[config.mk]
export PLATFORM = sky130hd
export DESIGN_NAME = vec_irq_ctrl
export DESIGN_NICKNAME = d
export VERILOG_FILES = /design/src/rtl/irq_pkg.sv /design/src/rtl/irq_flag_bank.sv /design/src/rtl/usb_evt_merge.sv /design/src/rtl/irq_call_seq.sv /design/src/rtl/vec_irq_ctrl.sv
export SDC_FILE = /design/constraint.sdc
export NUM_CORES = 1
export LEC_CHECK = 0
export ABC_AREA = 1
export ABC_CLOCK_PERIOD_IN_PS = 1300
export BUFFER_PORTS_ARGS = -buffer_cell sky130_fd_sc_hd__buf_4
export CORE_MARGIN = 1
export CORE_UTILIZATION = 46
export DETAILED_ROUTE_END_ITERATION = 12
export GPL_ROUTABILITY_DRIVEN = 0
export PLACE_DENSITY = 0.76
export SYNTH_ARGS = -nofsm -noshare
export SYNTH_HDL_FRONTEND = slang
export SYNTH_SLANG_ARGS = --single-unit
[constraint.sdc]
create_clock -name clk -period 1.3 [get_ports clk]
set_clock_uncertainty 0.15 [all_clocks]
set_input_delay 0 -clock clk [delete_from_list [all_inputs] [get_ports clk]]
set_output_delay 0 -clock clk [all_outputs]
set_load 0.03 [all_outputs]
[src/rtl/irq_pkg.sv]
package irq_pkg;
    localparam int NSRC = 6;

    // Source indices; the vector of index i is 4*(i+1), so order is priority.
    localparam int SRC_EXT  = 0;
    localparam int SRC_TMR0 = 1;
    localparam int SRC_TMR1 = 2;
    localparam int SRC_USB  = 3;
    localparam int SRC_SIO1 = 4;
    localparam int SRC_SIO2 = 5;

    typedef enum logic {
        ST_IDLE    = 1'b0,
        ST_CALLING = 1'b1
    } seq_state_t;

    function automatic logic [7:0] vector_of(input logic [2:0] idx);
        return {3'b000, idx + 3'd1, 2'b00};
    endfunction
endpackage

[src/rtl/irq_flag_bank.sv]
module irq_flag_bank
    import irq_pkg::*;
(
    input  logic            clk,
    input  logic            rst_n,
    input  logic            wr_a,
    input  logic            wr_b,
    input  logic [7:0]      wdata,
    input  logic [NSRC-1:0] set_evt,
    input  logic [NSRC-1:0] clr_src,
    input  logic            clr_emi,
    output logic            emi_q,
    output logic [NSRC-1:0] en_q,
    output logic [NSRC-1:0] flag_q
);
    localparam int HALF = NSRC / 2;

    always_ff @(posedge clk or negedge rst_n) begin
        if (!rst_n)       emi_q <= 1'b0;
        else if (clr_emi) emi_q <= 1'b0;
        else if (wr_a)    emi_q <= wdata[0];
    end

    for (genvar i = 0; i < NSRC; i++) begin : g_src
        localparam int EN_BIT = (i < HALF) ? i + 1 : i - HALF;
        localparam int FL_BIT = (i < HALF) ? i + 4 : i - HALF + 4;
        logic wr_hit;
        assign wr_hit = (i < HALF) ? wr_a : wr_b;

        always_ff @(posedge clk or negedge rst_n) begin
            if (!rst_n)      en_q[i] <= 1'b0;
            else if (wr_hit) en_q[i] <= wdata[EN_BIT];
        end

        // Event set outranks both hardware clear and CPU write.
        always_ff @(posedge clk or negedge rst_n) begin
            if (!rst_n)          flag_q[i] <= 1'b0;
            else if (set_evt[i]) flag_q[i] <= 1'b1;
            else if (clr_src[i]) flag_q[i] <= 1'b0;
            else if (wr_hit)     flag_q[i] <= wdata[FL_BIT];
        end
    end
endmodule

[src/rtl/usb_evt_merge.sv]
module usb_evt_merge #(
    parameter int NUM_FIFO = 4
) (
    input  logic                clk,
    input  logic                rst_n,
    input  logic [NUM_FIFO-1:0] fifo_acc,
    input  logic                suspend,
    input  logic                resume,
    input  logic                bus_reset,
    input  logic                wr_stat,
    input  logic                wr_bus,
    input  logic [7:0]          wdata,
    output logic [NUM_FIFO-1:0] fifo_stat_q,
    output logic                susp_q,
    output logic                resm_q,
    output logic                usb_set
);
    logic [NUM_FIFO-1:0] w1c_mask;
    assign w1c_mask = wr_stat ? wdata[NUM_FIFO-1:0] : '0;

    always_ff @(posedge clk or negedge rst_n) begin
        if (!rst_n) begin
            fifo_stat_q <= '0;
            susp_q      <= 1'b0;
            resm_q      <= 1'b0;
        end else begin
            fifo_stat_q <= (fifo_stat_q & ~w1c_mask) | fifo_acc;
            susp_q      <= suspend | (susp_q & ~(wr_bus & wdata[0]));
            resm_q      <= resume  | (resm_q & ~(wr_bus & wdata[3]));
        end
    end

    assign usb_set = (|fifo_acc) | suspend | resume | bus_reset;
endmodule

[src/rtl/irq_call_seq.sv]
module irq_call_seq
    import irq_pkg::*;
(
    input  logic            clk,
    input  logic            rst_n,
    input  logic            emi,
    input  logic [NSRC-1:0] en,
    input  logic [NSRC-1:0] flag,
    input  logic            stack_full,
    input  logic            call_ack,
    output logic            call_req,
    output logic [7:0]      call_vec,
    output logic [NSRC-1:0] clr_src,
    output logic            clr_emi
);
    seq_state_t state_q, state_d;
    logic [2:0] sel_q, sel_d;
    logic [2:0] pick;
    logic       any_ok;
    logic       held_ok;
    logic [NSRC-1:0] ok;

    assign ok = (emi && !stack_full) ? (en & flag) : '0;

    always_comb begin
        pick   = '0;
        any_ok = 1'b0;
        for (int i = NSRC - 1; i >= 0; i--) begin
            if (ok[i]) begin
                pick   = 3'(i);
                any_ok = 1'b1;
            end
        end
    end

    assign held_ok = ok[sel_q];

    always_comb begin
        state_d = state_q;
        sel_d   = sel_q;
        unique case (state_q)
            ST_IDLE: begin
                if (any_ok) begin           // LAUNCH
                    state_d = ST_CALLING;
                    sel_d   = pick;
                end
            end
            ST_CALLING: begin
                if (call_ack)      state_d = ST_IDLE;   // ACCEPT
                else if (!held_ok) state_d = ST_IDLE;   // WITHDRAW
            end
            default: state_d = ST_IDLE;
        endcase
    end

    always_ff @(posedge clk or negedge rst_n) begin
        if (!rst_n) begin
            state_q <= ST_IDLE;
            sel_q   <= '0;
        end else begin
            state_q <= state_d;
            sel_q   <= sel_d;
        end
    end

    always_comb begin
        call_req = (state_q == ST_CALLING);
        call_vec = call_req ? vector_of(sel_q) : 8'h00;
        clr_emi  = call_req && call_ack;
        clr_src  = '0;
        if (clr_emi) clr_src[sel_q] = 1'b1;
    end
endmodule

[src/rtl/vec_irq_ctrl.sv]
module vec_irq_ctrl
    import irq_pkg::*;
#(
    parameter int NUM_FIFO = 4
) (
    input  logic                clk,
    input  logic                rst_n,
    input  logic [1:0]          reg_addr,
    input  logic                reg_wr,
    input  logic [7:0]          reg_wdata,
    output logic [7:0]          reg_rdata,
    input  logic                ext_evt,
    input  logic                tmr0_ovf,
    input  logic                tmr1_ovf,
    input  logic                sio1_evt,
    input  logic                sio2_evt,
    input  logic [NUM_FIFO-1:0] usb_fifo_acc,
    input  logic                usb_suspend,
    input  logic                usb_resume,
    input  logic                usb_bus_reset,
    input  logic                stack_full,
    input  logic                call_ack,
    output logic                call_req,
    output logic [7:0]          call_vec
);
    logic            emi_q;
    logic [NSRC-1:0] en_q, flag_q, set_evt, clr_src;
    logic            clr_emi, usb_set, susp_q, resm_q;
    logic [NUM_FIFO-1:0] fifo_stat_q;

    assign set_evt = {sio2_evt, sio1_evt, usb_set, tmr1_ovf, tmr0_ovf, ext_evt};

    irq_flag_bank u_bank (
        .clk(clk), .rst_n(rst_n),
        .wr_a(reg_wr && reg_addr == 2'd0),
        .wr_b(reg_wr && reg_addr == 2'd1),
        .wdata(reg_wdata), .set_evt(set_evt),
        .clr_src(clr_src), .clr_emi(clr_emi),
        .emi_q(emi_q), .en_q(en_q), .flag_q(flag_q)
    );

    usb_evt_merge #(.NUM_FIFO(NUM_FIFO)) u_usb (
        .clk(clk), .rst_n(rst_n),
        .fifo_acc(usb_fifo_acc), .suspend(usb_suspend),
        .resume(usb_resume), .bus_reset(usb_bus_reset),
        .wr_stat(reg_wr && reg_addr == 2'd2),
        .wr_bus(reg_wr && reg_addr == 2'd3),
        .wdata(reg_wdata), .fifo_stat_q(fifo_stat_q),
        .susp_q(susp_q), .resm_q(resm_q), .usb_set(usb_set)
    );

    irq_call_seq u_seq (
        .clk(clk), .rst_n(rst_n),
        .emi(emi_q), .en(en_q), .flag(flag_q),
        .stack_full(stack_full), .call_ack(call_ack),
        .call_req(call_req), .call_vec(call_vec),
        .clr_src(clr_src), .clr_emi(clr_emi)
    );

    always_comb begin
        unique case (reg_addr)
            2'd0: reg_rdata = {1'b0, flag_q[2:0], en_q[2:0], emi_q};
            2'd1: reg_rdata = {1'b0, flag_q[5:3], 1'b0, en_q[5:3]};
            2'd2: reg_rdata = 8'(fifo_stat_q);
            default: reg_rdata = {4'b0000, resm_q, 2'b00, susp_q};
        endcase
    end
endmodule

# Word-level counts from Yosys, hierarchy flattened
# Cells that the tools add are included.
[totals] ff_bits=23 latch_bits=0 ramBits=0 rom_bits=0 in_bits=27 elab_cells=103 n_memories=0
[op_classes] n_addsub=1 mul=0 div=0 order_cmp=2 n_eq_ne=3 shift=0 n_mux=45 bitwise_logic=16 reduce_logical=18
[ops] op="$mux W1" count=31
[ops] op="$pmux W7 S3" count=1
[ops] op="$mux W3" count=6
[ops] op="$reduce_bool A3 Y1" count=6
[ops] op="$mux W6" count=2
[ops] op="$logic_and A1 B1 Y1" count=7
[ops] op="$and A6 B6 Y6" count=1
[ops] op="$mux W5" count=1
[ops] op="$or A1 B1 Y1" count=5
[ops] op="$and A1 B1 Y1" count=4
[ops] op="$and A4 B4 Y4" count=1
[ops] op="$eq A2 B2 Y1 const B" count=2
[ops] op="$lt A3 B4 Y1 const B" count=1
[ops] op="$mux W4" count=1
[ops] op="$not A4 Y4" count=1
[ops] op="$or A4 B4 Y4" count=1
[ops] op="$reduce_or A4 Y1" count=1
[ops] op="$add A3 B1 Y3 const B" count=1
[ops] op="$bmux W1 S3" count=1
[ops] op="$demux W1 S3" count=1
[ops] op="$ge A3 B1 Y1 const B" count=1
[ops] op="$not A1 Y1" count=3
[ops] op="$eq A2 B1 Y1 const B" count=1
[ops] op="$logic_not A2 Y1" count=1
[ops] op="other kinds (4)" count=4

# Logic depth before layout (Yosys ltp)
# Gate-level depths: netlist of the first run.
[depth] depth_word=11 mapped_depth=9 ltp_nobuf=9

# By module
# From an unflattened synthesis of the first run, not the netlist that was laid out.
[unflattened] hier_cells=244 hier_area_um2=1589.0
[modules_own_cells] mod="irq_flag_bank" n_inst=1 cells_each=82 area_each_um2=601.8
[modules_own_cells] mod="irq_call_seq" n_inst=1 cells_each=87 area_each_um2=485.5
[modules_own_cells] mod="usb_evt_merge" n_inst=1 cells_each=35 area_each_um2=262.8
[modules_own_cells] mod="vec_irq_ctrl" n_inst=1 cells_each=40 area_each_um2=239.0

# Worst setup path after synthesis of the first run
# No wires, ideal clock.
[synth_timing] kind="reg-to-reg" from="register u_seq.state_q (netlist: u_seq.call_req)" to="register u_bank.flag_q[0]" setup_ns=0.124 arrival_time_ns=1.522 slack_ns=-0.496 path_stages_with_launch=6 path_buffers=0 synth_period_minus_slack_ns=1.796 path_cell_list="dfrtp_1 > inv_2 > nor2_1 > nand2_1 > nor3_1 > o21bai_1"
[synth_via] elab_chain_len=4
[synth_rtl] item="start, declared" line="irq_call_seq.sv:16" text="seq_state_t state_q, state_d;"
[synth_rtl] item="start signal, assigned" line="irq_call_seq.sv:61" text="state_q <= state_d;"
[synth_rtl] item="$logic_and A1 B1 Y1 (*)" line="irq_call_seq.sv:69" text="clr_emi = call_req && call_ack;"
[synth_rtl] item="$mux W6 (*)" line="irq_call_seq.sv:71" text="if (clr_emi) clr_src[sel_q] = 1'b1;"
[synth_rtl] item="$mux W1" line="irq_flag_bank.sv:39" text="else if (clr_src[i]) flag_q[i] <= 1'b0;"
[synth_rtl] item="$mux W1" line="irq_flag_bank.sv:38" text="else if (set_evt[i]) flag_q[i] <= 1'b1;"
[synth_rtl] item="end signal, assigned by index" line="irq_flag_bank.sv:40" text="else if (wr_hit) flag_q[i] <= wdata[FL_BIT];"
[synth_rtl] item="end, declared" line="irq_flag_bank.sv:14" text="output logic [NSRC-1:0] flag_q"
# Mark *: on every way between the ends. The rest lies on a longest branch, timed or not.
# A chain may end at the register's enable or synchronous reset.

# Worst setup path in the final report of the first run
[layout_timing] from="register u_seq.sel_q[1]" to="output port call_vec[3]"
[layout_via] elab_chain_len=2
[layout_rtl] item="start, declared" line="irq_call_seq.sv:17" text="logic [2:0] sel_q, sel_d;"
[layout_rtl] item="start signal, assigned" line="irq_call_seq.sv:62" text="sel_q <= sel_d;"
[layout_rtl] item="$add A3 B1 Y3" line="irq_pkg.sv:18" text="return {3'b000, idx + 3'd1, 2'b00};"
[layout_rtl] item="$mux W5" line="irq_call_seq.sv:68" text="call_vec = call_req ? vector_of(sel_q) : 8'h00;"
[layout_rtl] item="end, declared" line="vec_irq_ctrl.sv:24" text="output logic [7:0] call_vec"
# No other way between the ends.

==> impl_metrics.env, run 1 <==
export IMPL_outcome="complete, but fails checks"
export IMPL_violations="setup timing"
export IMPL_drv_cap=0
export IMPL_criticalPathCategory="register to primary output"
export IMPL_root_buffer="clkbuf_4"
export IMPL_grt_usage_pct=27.2
export IMPL_viasPerCell=5.09
export IMPL_numCtsBuffers=3
export IMPL_fin_ws_ps=-237
export IMPL_drt_iter0_drc=67
export IMPL_cp_max_fo=2
export IMPL_fin_nets=304
export IMPL_rsz0062_at_grt="true"
export IMPL_routed_top_layer="met4"
export IMPL_fp_dieH_microns=58.1
export IMPL_wl_per_cell_microns=13.5
export IMPL_dr_wl_met2_mm=2.12
export IMPL_syn_avg_cell_area_sq_um=7.17
export IMPL_finalSetupViolCount=11
export IMPL_clock_latency_ps=320
export IMPL_crit_path_end_kind="primary output"
export IMPL_grt_max_degree=24
export IMPL_dr_wl_met3_microns=310
export IMPL_ys_types=28
export IMPL_max_freq_mhz=650
export IMPL_antenna_found_initial=0
export IMPL_required_ps=1150
export IMPL_syn_cell_area_sq_um=1450
export IMPL_wirelength_mm=4.27
export IMPL_post_route_period_util_pct=118
export IMPL_final_antenna_net_count=0
export IMPL_ios=44
export IMPL_hp_class="input port to register"
export IMPL_grt_pass1_vias=1575
export IMPL_grt_pass1_wl_mm=6.88
export IMPL_synth_seq_cells=23
export IMPL_vias=1613
export IMPL_finalSetupTns_ps=-1020
export IMPL_io_buffer_count=36
export IMPL_hpwl_mm=2.64
export IMPL_worstPathArrival_ps=1390
export IMPL_clkTransAtPathRegs_ps=130
export IMPL_ys_warn_count=0
export IMPL_globalRouteOverflowTotal=0
export IMPL_clock_sinks=23
export IMPL_design_core_area_sq_um=2880
export IMPL_netlist_instances=202
export IMPL_start_kind="register"
export IMPL_row_count=19
export IMPL_n_antenna_cell=0
export IMPL_cts_max_path_buffers=2
export IMPL_drtPass1Iterations=5
export IMPL_ctsHtreeMaxLevel=1
export IMPL_peakVddDrop_uv=1000
export IMPL_p_leak_nw=1.12
export IMPL_wl_met1_mm=1.73
export IMPL_layout_drive_gt1_share_pct=32.4
export IMPL_area_delta_synth_final_pct=52.3
export IMPL_die_width_microns=58.1
export IMPL_drv_slew=0
export IMPL_hold_violations=0
export IMPL_drc_errors=0
export IMPL_start_util_pct=50.3
export IMPL_period_needed_ps=1540
export IMPL_power_density_nw_per_um2=1230
export IMPL_finish_utilization_pct=76.6
export IMPL_design_die_area_sq_um=3380
export IMPL_cts_tree="built"
export IMPL_synth_seq_area_share_pct=39.8
[flip-flops by register name, indices dropped and copies added, names as in the netlist]
signal,count
u_bank.en_q,6
u_seq.sel_q,3
u_seq.call_req,1
u_usb.resm_q,1
u_usb.susp_q,1
u_usb.fifo_stat_q,4
u_bank.flag_q,6
u_bank.emi_q,1
[worst max-delay path, stage by stage (launching register included)]
cell	delay (ps)
dfrtp_1	430
buf_6	130
ha_4	250
nand2_1	60
inv_2	70
buf_6	120
[cell type report]
type / count / area (sq um)
Clock buffer: 3 / 22.5
Fill cell: 196 / 672
Inverter: 32 / 123
Timing Repair Buffer: 74 / 644
Multi-Input combinational cell: 142 / 779
Clock inverter: 1 / 5.00
Sequential cell: 23 / 578
Tap cell: 42 / 52.6
[through the flow]
stage | worst slack, ps | std cells | hold WS (ps) | total power [mW] | instance area, sq um
after floorplan | -43.5 | 207 | -446 | 1.65 | 1490
after global placement | 21.8 | 279 | -241 | 1.98 | 1760
after detailed placement | -29.0 | 279 | -242 | 1.99 | 1760
after CTS | -243 | 315 | -4.88 | 2.53 | 2150
after global routing | -295 | 317 | 25.0 | 2.88 | 2200
final | -237 | 317 | 3.58 | 2.70 | 2200
[cell families (layout without fill, tap and decap cells)]
| group | count (synthesis) | after routing | synth area share (%) |
|---|---|---|---|
| flops | 23 | 23 | 39.8 |
| xor+xnor | 1 | 1 | 0.605 |
| fa+ha+maj | 1 | 1 | 0.864 |
| compound gates | 36 | 36 | 15.0 |
| other cells | 1 | 6 | 0.259 |
| buf+inv | 42 | 110 | 13.7 |
| simple gates | 98 | 98 | 29.8 |
[cells in the final DEF, fill, tap and decap left out, drive strengths merged]
master       Yosys  final
a21o             2      2
a21oi            1      1
buf             10     49
clkbuf           0      3
clkinv           0      1
conb             1      6
dfrtp           23     23
dlygate4sd3      0     25
ha               1      1
inv             32     32
nand2           65     65
nand3           13     13
nand3b           1      1
nand4            1      1
nor2            16     16
nor3             1      1
nor4             1      1
o2111ai          1      1
o21ai           24     24
o21bai           5      5
o22ai            3      3
xnor2            1      1
[path summary, 6_finish.rpt]
check,startpoint,slack [ps],cells after the start,to
max reg2reg,u_bank.emi_q,-60,9,u_seq.sel_q[2]
min reg2reg,u_usb.fifo_stat_q[0],360,2,u_usb.fifo_stat_q[0]
min,reg_addr[1],4,4,u_bank.en_q[3]
max in group asynchronous,rst_n,290,3,u_seq.call_req
max,u_seq.sel_q[1],-240,5,call_vec[3]
min in group asynchronous,rst_n,470,3,u_usb.fifo_stat_q[2]
[power by group]
part	internal [mW]	total, mW	switching [mW]
combinational	0.612	1.41	0.796
sequential	0.827	0.957	0.130
clock	0.115	0.336	0.221
total	1.55	2.70	1.15
[Yosys cell counts (all sizes together)]
| cell type | n | area share (%) |
|---|---|---|
| ha | 1 | 0.86 |
| o2111ai | 1 | 0.61 |
| inv | 32 | 8.3 |
| nor4 | 1 | 0.43 |
| a21oi | 1 | 0.35 |
| a21o | 2 | 1.0 |
| buf | 10 | 5.4 |
| o22ai | 3 | 2.2 |
| conb | 1 | 0.26 |
| o21bai | 5 | 2.6 |
| dfrtp | 23 | 40 |
| nand4 | 1 | 0.43 |
| nor3 | 1 | 0.35 |
| nand2 | 65 | 18 |
| nor2 | 16 | 5.4 |
| nand3 | 13 | 4.8 |
| nand3b | 1 | 0.52 |
| o21ai | 24 | 8.3 |
| xnor2 | 1 | 0.61 |
[per-layer routing]
metal	track usage, %	vias up
met3	6.03	12
met5	0	-
li1	-	775
met2	45.0	68
met4	11.2	0
met1	34.6	758
[what timing repair did]
action	4_1_cts	5_1_grt
setup endpoints to repair	9	19
hold buffers	26	0
resized for setup	13	16
setup buffers	6	3
endpoints found under the hold margin	44	0
pin swaps	2	16
Power figures use the tool's default switching activity.
==> run 2: changes to the inputs <==
--- a/config.mk
+++ b/config.mk
@@ -10,9 +10,11 @@
 export BUFFER_PORTS_ARGS = -buffer_cell sky130_fd_sc_hd__buf_4
 export CORE_MARGIN = 1
 export CORE_UTILIZATION = 46
+export CTS_CLUSTER_SIZE = 24
 export DETAILED_ROUTE_END_ITERATION = 12
 export GPL_ROUTABILITY_DRIVEN = 0
 export PLACE_DENSITY = 0.76
+export REMOVE_ABC_BUFFERS = 1
 export SYNTH_ARGS = -nofsm -noshare
 export SYNTH_HDL_FRONTEND = slang
 export SYNTH_SLANG_ARGS = --single-unit
==> impl_metrics.env, run 2 (same netlist as run 1, synthesis figures left out) <==
export IMPL_p_leak_nw=1.13
export IMPL_pwr_share_clk_pct=12.8
export IMPL_top_regs="u_bank.en_q: 6 flops, u_bank.flag_q: 6 flops, u_usb.fifo_stat_q: 4 flops"
export IMPL_period_needed_ps=1450
export IMPL_drv_slew=0
export IMPL_hp_class="input port to register"
export IMPL_row_count=19
export IMPL_crit_path_max_incr_delay_ps=460
export IMPL_numCtsBuffers=3
export IMPL_crit_path_end_kind="primary output"
export IMPL_grt_max_degree=24
export IMPL_clock_latency_ps=320
export IMPL_drv_cap=0
export IMPL_clkTransAtPathRegs_ps=130
export IMPL_r2r_start="u_seq.sel_q[0]"
export IMPL_p_switching_mw=1.11
export IMPL_hpwl_mm=2.54
export IMPL_swShare_pct=41.4
export IMPL_cp_slowest_cell="dfrtp_2"
export IMPL_drtPass1Iterations=4
export IMPL_grt_usage_pct=25.4
export IMPL_design_die_area_sq_um=3380
export IMPL_post_route_period_util_pct=111
export IMPL_worst_r2r_cell_count=8
export IMPL_cts_max_path_buffers=2
export IMPL_criticalPathCategory="register to primary output"
export IMPL_finish_utilization_pct=76.9
export IMPL_power_density_nw_per_um2=1220
export IMPL_outcome="complete, but fails checks"
export IMPL_die_width_microns=58.1
export IMPL_vias=1571
export IMPL_cts_tree="built"
export IMPL_grt_pass1_wl_mm=6.44
export IMPL_path_cells="ha_4, xnor2_1, nor2_1, buf_4"
export IMPL_clock_sinks=23
export IMPL_power_mw=2.69
export IMPL_worstPathArrival_ps=1300
export IMPL_io_buffer_count=36
export IMPL_required_ps=1150
export IMPL_p_int_mw=1.57
export IMPL_peakVddDrop_uv=1090
export IMPL_placed_cells=283
export IMPL_finalSetupViolCount=10
export IMPL_globalRouteOverflowTotal=0
export IMPL_design_core_area_sq_um=2880
export IMPL_wirelength_mm=4.09
export IMPL_rrSetupSlack_ps=-110
export IMPL_layout_drive_gt1_share_pct=32.4
export IMPL_r2r_end="u_seq.call_req"
export IMPL_n_antenna_cell=0
export IMPL_hold_violations=0
export IMPL_fp_dieH_microns=58.1
export IMPL_fin_cells=320
export IMPL_hold_path_depth=4
export IMPL_drc_errors=0
export IMPL_drt_iter0_drc=55
export IMPL_antenna_found_initial=0
export IMPL_fin_nets=307
export IMPL_viasPerCell=4.91
export IMPL_final_antenna_net_count=0
export IMPL_hold_start="reg_addr[1]"
export IMPL_layout_common_cells="55 x nand2_1, 45 x buf_4, 27 x dlygate4sd3_1"
export IMPL_cp_max_fo=3
export IMPL_place_ws_ps=-19.0
export IMPL_root_buffer="clkbuf_4"
export IMPL_ctsHtreeMaxLevel=1
export IMPL_rsz0062_at_grt="true"
export IMPL_fin_ws_ps=-147
export IMPL_max_freq_mhz=691
export IMPL_area_delta_synth_final_pct=52.8
export IMPL_grt_pass1_vias=1477
export IMPL_layout_commonest_cell="nand2_1"
export IMPL_violations="setup timing"
export IMPL_hold_ws_ps=4.62
export IMPL_comb_power_share_pct=52.9
export IMPL_seqPwrFrac_pct=34.3
export IMPL_ios=44
export IMPL_start_kind="register"
export IMPL_start_util_pct=50.3
export IMPL_wl_per_cell_microns=12.8
export IMPL_hold_path_end="u_bank.en_q[5]"
-- run 2: cell count changes in the layout (fill, tap and decap cells not counted), sizes merged --
cell and change:
dlygate4sd3 +2, clkinv -1, clkbuf +1, buf +1
-- run 2: repair_timing --
item | CTS | global route
endpoints found under the setup margin | 8 | 19
buffers inserted | 4 | 2
pin swaps | 3 | 12
hold endpoints to repair | 44 | 0
hold buffers | 27 | 0
gates resized for setup | 11 | 20
-- run 2: worst max path at each step --
stage	endpoint	cells after the start	start
final	call_vec[4]	4	u_seq.sel_q[0]
after global routing	call_vec[4]	4	u_seq.sel_q[0]
after CTS	call_vec[4]	4	u_seq.sel_q[0]
after detailed placement	u_seq.sel_q[2]	9	u_bank.emi_q
after global placement	u_bank.flag_q[0]	4	u_seq.sel_q[0]
after floorplan	u_bank.flag_q[0]	5	u_seq.call_req
-- run 2: critical path, delay by kind of cell, from the launching register on --
| family | cells | cell delay, ps |
|---|---|---|
| xor+xnor | 1 | 110 |
| fa+ha+maj | 1 | 160 |
| flops | 1 | 460 |
| simple gates | 1 | 90 |
| buf+inv | 1 | 160 |
-- run 2: layout make-up --
class	instances	area, sq um
multi-input combinational	142	772
timing repair buffer	77	664
clock buffer	4	26.3
tap	42	52.6
inverter	32	120
fill	217	664
sequential	23	577
-- run 2: metal layers --
layer	GRT usage, %	up-vias	share of wire [%]
met5	0	-	0
met4	8.50	0	3.3
met3	4.46	14	6.0
met2	42.4	67	48
met1	33.3	714	42
li1	-	776	-
-- run 2: power groups by stage --
stage | Clock, mW | Combinational, mW | Sequential, mW
detailed placement | 0 | 1.06 | 0.939
CTS | 0.348 | 1.27 | 0.916
finish | 0.344 | 1.42 | 0.922
global route | 0.383 | 1.53 | 0.932
global placement | 0 | 1.05 | 0.939
floorplan | 0 | 0.623 | 0.955
-- run 2: through the flow --
stage	setup TNS [ps]	cell area, sq um
global placement	0	1770
global route	-1570	2210
finish	-836	2210
CTS	-563	2140
detailed placement	-35.1	1770
floorplan	-1470	1390
==> run 3: changes to the inputs <==
--- a/config.mk
+++ b/config.mk
@@ -5,16 +5,17 @@
 export SDC_FILE = /design/constraint.sdc
 export NUM_CORES = 1
 export LEC_CHECK = 0
-export ABC_AREA = 1
+export ABC_AREA = 0
 export ABC_CLOCK_PERIOD_IN_PS = 1300
 export BUFFER_PORTS_ARGS = -buffer_cell sky130_fd_sc_hd__buf_4
 export CORE_MARGIN = 1
-export CORE_UTILIZATION = 46
+export CORE_UTILIZATION = 45
 export CTS_CLUSTER_SIZE = 24
 export DETAILED_ROUTE_END_ITERATION = 12
 export GPL_ROUTABILITY_DRIVEN = 0
-export PLACE_DENSITY = 0.76
+export PLACE_DENSITY = 0.75
 export REMOVE_ABC_BUFFERS = 1
+export SLEW_MARGIN = 40
 export SYNTH_ARGS = -nofsm -noshare
 export SYNTH_HDL_FRONTEND = slang
 export SYNTH_SLANG_ARGS = --single-unit
==> impl_metrics.env, run 3 <==
export IMPL_n_antenna_cell=0
export IMPL_final_antenna_net_count=0
export IMPL_post_route_period_util_pct=130
export IMPL_clock_sinks=23
export IMPL_layout_drive_gt1_share_pct=43.6
export IMPL_ys_async_sr_fraction_pct=100
export IMPL_area_delta_synth_final_pct=72.5
export IMPL_power_mw=2.90
export IMPL_fp_dieH_microns=57.4
export IMPL_drv_cap=0
export IMPL_finalSetupViolCount=20
export IMPL_worstPathArrival_ps=1760
export IMPL_yosys_area_share_simple_pct=21.1
export IMPL_worst_r2r_cell_count=5
export IMPL_drt_iter0_drc=132
export IMPL_synth_compound_area_share_pct=18.6
export IMPL_synth_top_family_by_area="simple AND/OR/NAND/NOR gates"
export IMPL_synth_seq_area_share_pct=41.6
export IMPL_rrSetupSlack_ps=-400
export IMPL_outcome="complete, but fails checks"
export IMPL_netlist_instances=149
export IMPL_cp_max_fo=2
export IMPL_hold_ws_ps=-83.2
export IMPL_clock_latency_ps=310
export IMPL_grt_pass1_vias=1681
export IMPL_finalSetupTns_ps=-4130
export IMPL_design_core_area_sq_um=2830
export IMPL_grt_usage_pct=35.6
export IMPL_fill_cells=135
export IMPL_viasPerCell=6.44
export IMPL_r2r_start="u_seq.sel_q[0]"
export IMPL_violations="DRC, hold timing, setup timing"
export IMPL_synthAdderAreaFrac_pct=0.905
export IMPL_synthXorXnorAreaFrac_pct=0.633
export IMPL_grt_max_degree=24
export IMPL_startpoint="u_seq.sel_q[0]"
export IMPL_synth_area_leader_cell="dfrtp_1"
export IMPL_syn_avg_cell_area_sq_um=9.28
export IMPL_drc_errors=1
export IMPL_hold_path_depth=4
export IMPL_layout_common_cells="54 x buf_4, 24 x nand2_1, 23 x dlygate4sd3_1"
export IMPL_die_width_microns=57.4
export IMPL_drtPass1Iterations=9
export IMPL_synthFlopType="dfrtp_1"
export IMPL_worstMarginPinSlew_ps=569
export IMPL_fin_cells=272
export IMPL_vias=1751
export IMPL_globalRouteOverflowTotal=0
export IMPL_antenna_found_initial=1
export IMPL_hp_class="input port to register"
export IMPL_io_buffer_count=36
export IMPL_clkTransAtPathRegs_ps=130
export IMPL_synth_common_cells="24 x nand2_1, 23 x dfrtp_1, 15 x nor2_1"
export IMPL_fin_nets=270
export IMPL_wirelength_mm=6.19
export IMPL_design_die_area_sq_um=3300
export IMPL_criticalPathCategory="register to register"
export IMPL_p_leak_nw=1.05
export IMPL_ys_warn_count=0
export IMPL_cts_max_path_buffers=2
export IMPL_synth_seq_cells=23
export IMPL_top_regs="u_bank.en_q: 6 flops, u_bank.flag_q: 6 flops, u_usb.fifo_stat_q: 4 flops"
export IMPL_root_buffer="clkbuf_4"
export IMPL_worst_slew_margin_rel_pct=62.0
export IMPL_rsz0062_at_grt="true"
export IMPL_ctsHtreeMaxLevel=1
export IMPL_placed_area_sq_um=1830
export IMPL_grt_pass1_wl_mm=8.55
export IMPL_r2r_end="u_seq.call_req"
export IMPL_synth_edf_count=0
export IMPL_hold_violations=1
export IMPL_hold_path_end="u_bank.flag_q[3]"
export IMPL_place_ws_ps=-139
export IMPL_fin_area_sq_um=2380
export IMPL_ys_types=41
export IMPL_start_util_pct=48.9
export IMPL_syn_cell_area_sq_um=1380
export IMPL_row_count=19
export IMPL_max_freq_mhz=590
export IMPL_start_kind="register"
export IMPL_synthTopCellsByArea="dfrtp_1 42%, mux2i_1 7.2%, nand2_1 6.5%, nor2_1 4.1%, a21o_1 3.3%"
export IMPL_required_ps=1370
export IMPL_fin_ws_ps=-396
export IMPL_hpwl_mm=3.03
export IMPL_synth_top_cell_area_share_pct=41.6
export IMPL_wl_per_cell_microns=22.8
export IMPL_cts_tree="built"
export IMPL_period_needed_ps=1700
export IMPL_layout_commonest_cell="buf_4"
export IMPL_drv_slew=0
export IMPL_synthMuxAreaShare_pct=11.3
export IMPL_hold_start="usb_bus_reset"
export IMPL_numCtsBuffers=3
export IMPL_yosysMostFrequentCell="nand2_1"
export IMPL_crit_path_end_kind="register"
export IMPL_peakVddDrop_uv=1090
export IMPL_placed_cells=235
export IMPL_power_density_nw_per_um2=1220
export IMPL_ios=44
==> run 3: cell types whose count changed after synthesis, moves of 6 or more <==
cell     delta
nand2_2     -6
o21ai_1    -14
inv_1      -25
mux2i_1    +10
nand2_1    -35
nand3_1     -7
==> run 3: critical path, cell delays in order, from the launching register on <==
cell,delay (ps)
dfrtp_1,450
buf_6,140
nand3b_1,170
a211oi_2,250
a211oi_2,90
o41ai_2,350
==> run 3: final cells by class <==
class / instances / area [sq um] / area share, %
multi-input combinational: 118 / 903 / 37.9
timing repair buffer: 94 / 832 / 34.9
sequential: 23 / 577 / 24.2
tap: 31 / 38.8 / 1.63
clock buffer: 4 / 26.3 / 1.10
inverter: 2 / 7.51 / 0.315
==> run 3: where the power goes <==
part | leakage [nW] | total, mW | internal [mW] | switching, mW
Sequential | 0.247 | 0.976 | 0.823 | 0.153
Combinational | 0.793 | 1.58 | 0.734 | 0.848
Clock | 0.0150 | 0.340 | 0.120 | 0.221
==> run 3: kinds of logic (layout without fill, tap and decap cells) <==
logic type,Yosys count,in the layout
other cells,1,6
compound gates,35,35
buf+inv,13,100
mux,14,14
fa+ha+maj,1,1
xor+xnor,1,1
flops,23,23
simple gates,61,61
==> run 3: worst max path at each step <==
stage / endpoint / depth (start not counted)
finish: u_seq.call_req / 5
global route: u_seq.call_req / 5
CTS: reg_rdata[0] / 3
detailed placement: u_seq.call_req / 4
global placement: u_seq.call_req / 4
floorplan: u_seq.call_req / 4
==> run 3: per-stage QoR <==
stage / utilization, % / hold WS, ps
5_1_grt: 84.3 / -81.3
2_1_floorplan: - / -446
3_3_place_gp: 64.7 / -240
3_5_place_dp: 64.7 / -240
6_report: 84.3 / -83.2
4_1_cts: 79.1 / -148
==> run 3: what timing repair did <==
action | CTS | global route
setup endpoints to repair | 14 | 28
hold endpoints to repair | 44 | 4
pin swaps | 7 | 15
hold buffers | 24 | 3
gates resized for setup | 26 | 26
buffers inserted | 6 | 4
==> run 3: metal layers <==
layer  vias up  track usage [%]  wire length [microns]
met2       147             59.8                   3000
met3        48             4.99                    561
met1       847             41.9                   2210
met5         -                0                     13
li1        707                -                      -
met4         2             24.7                    409
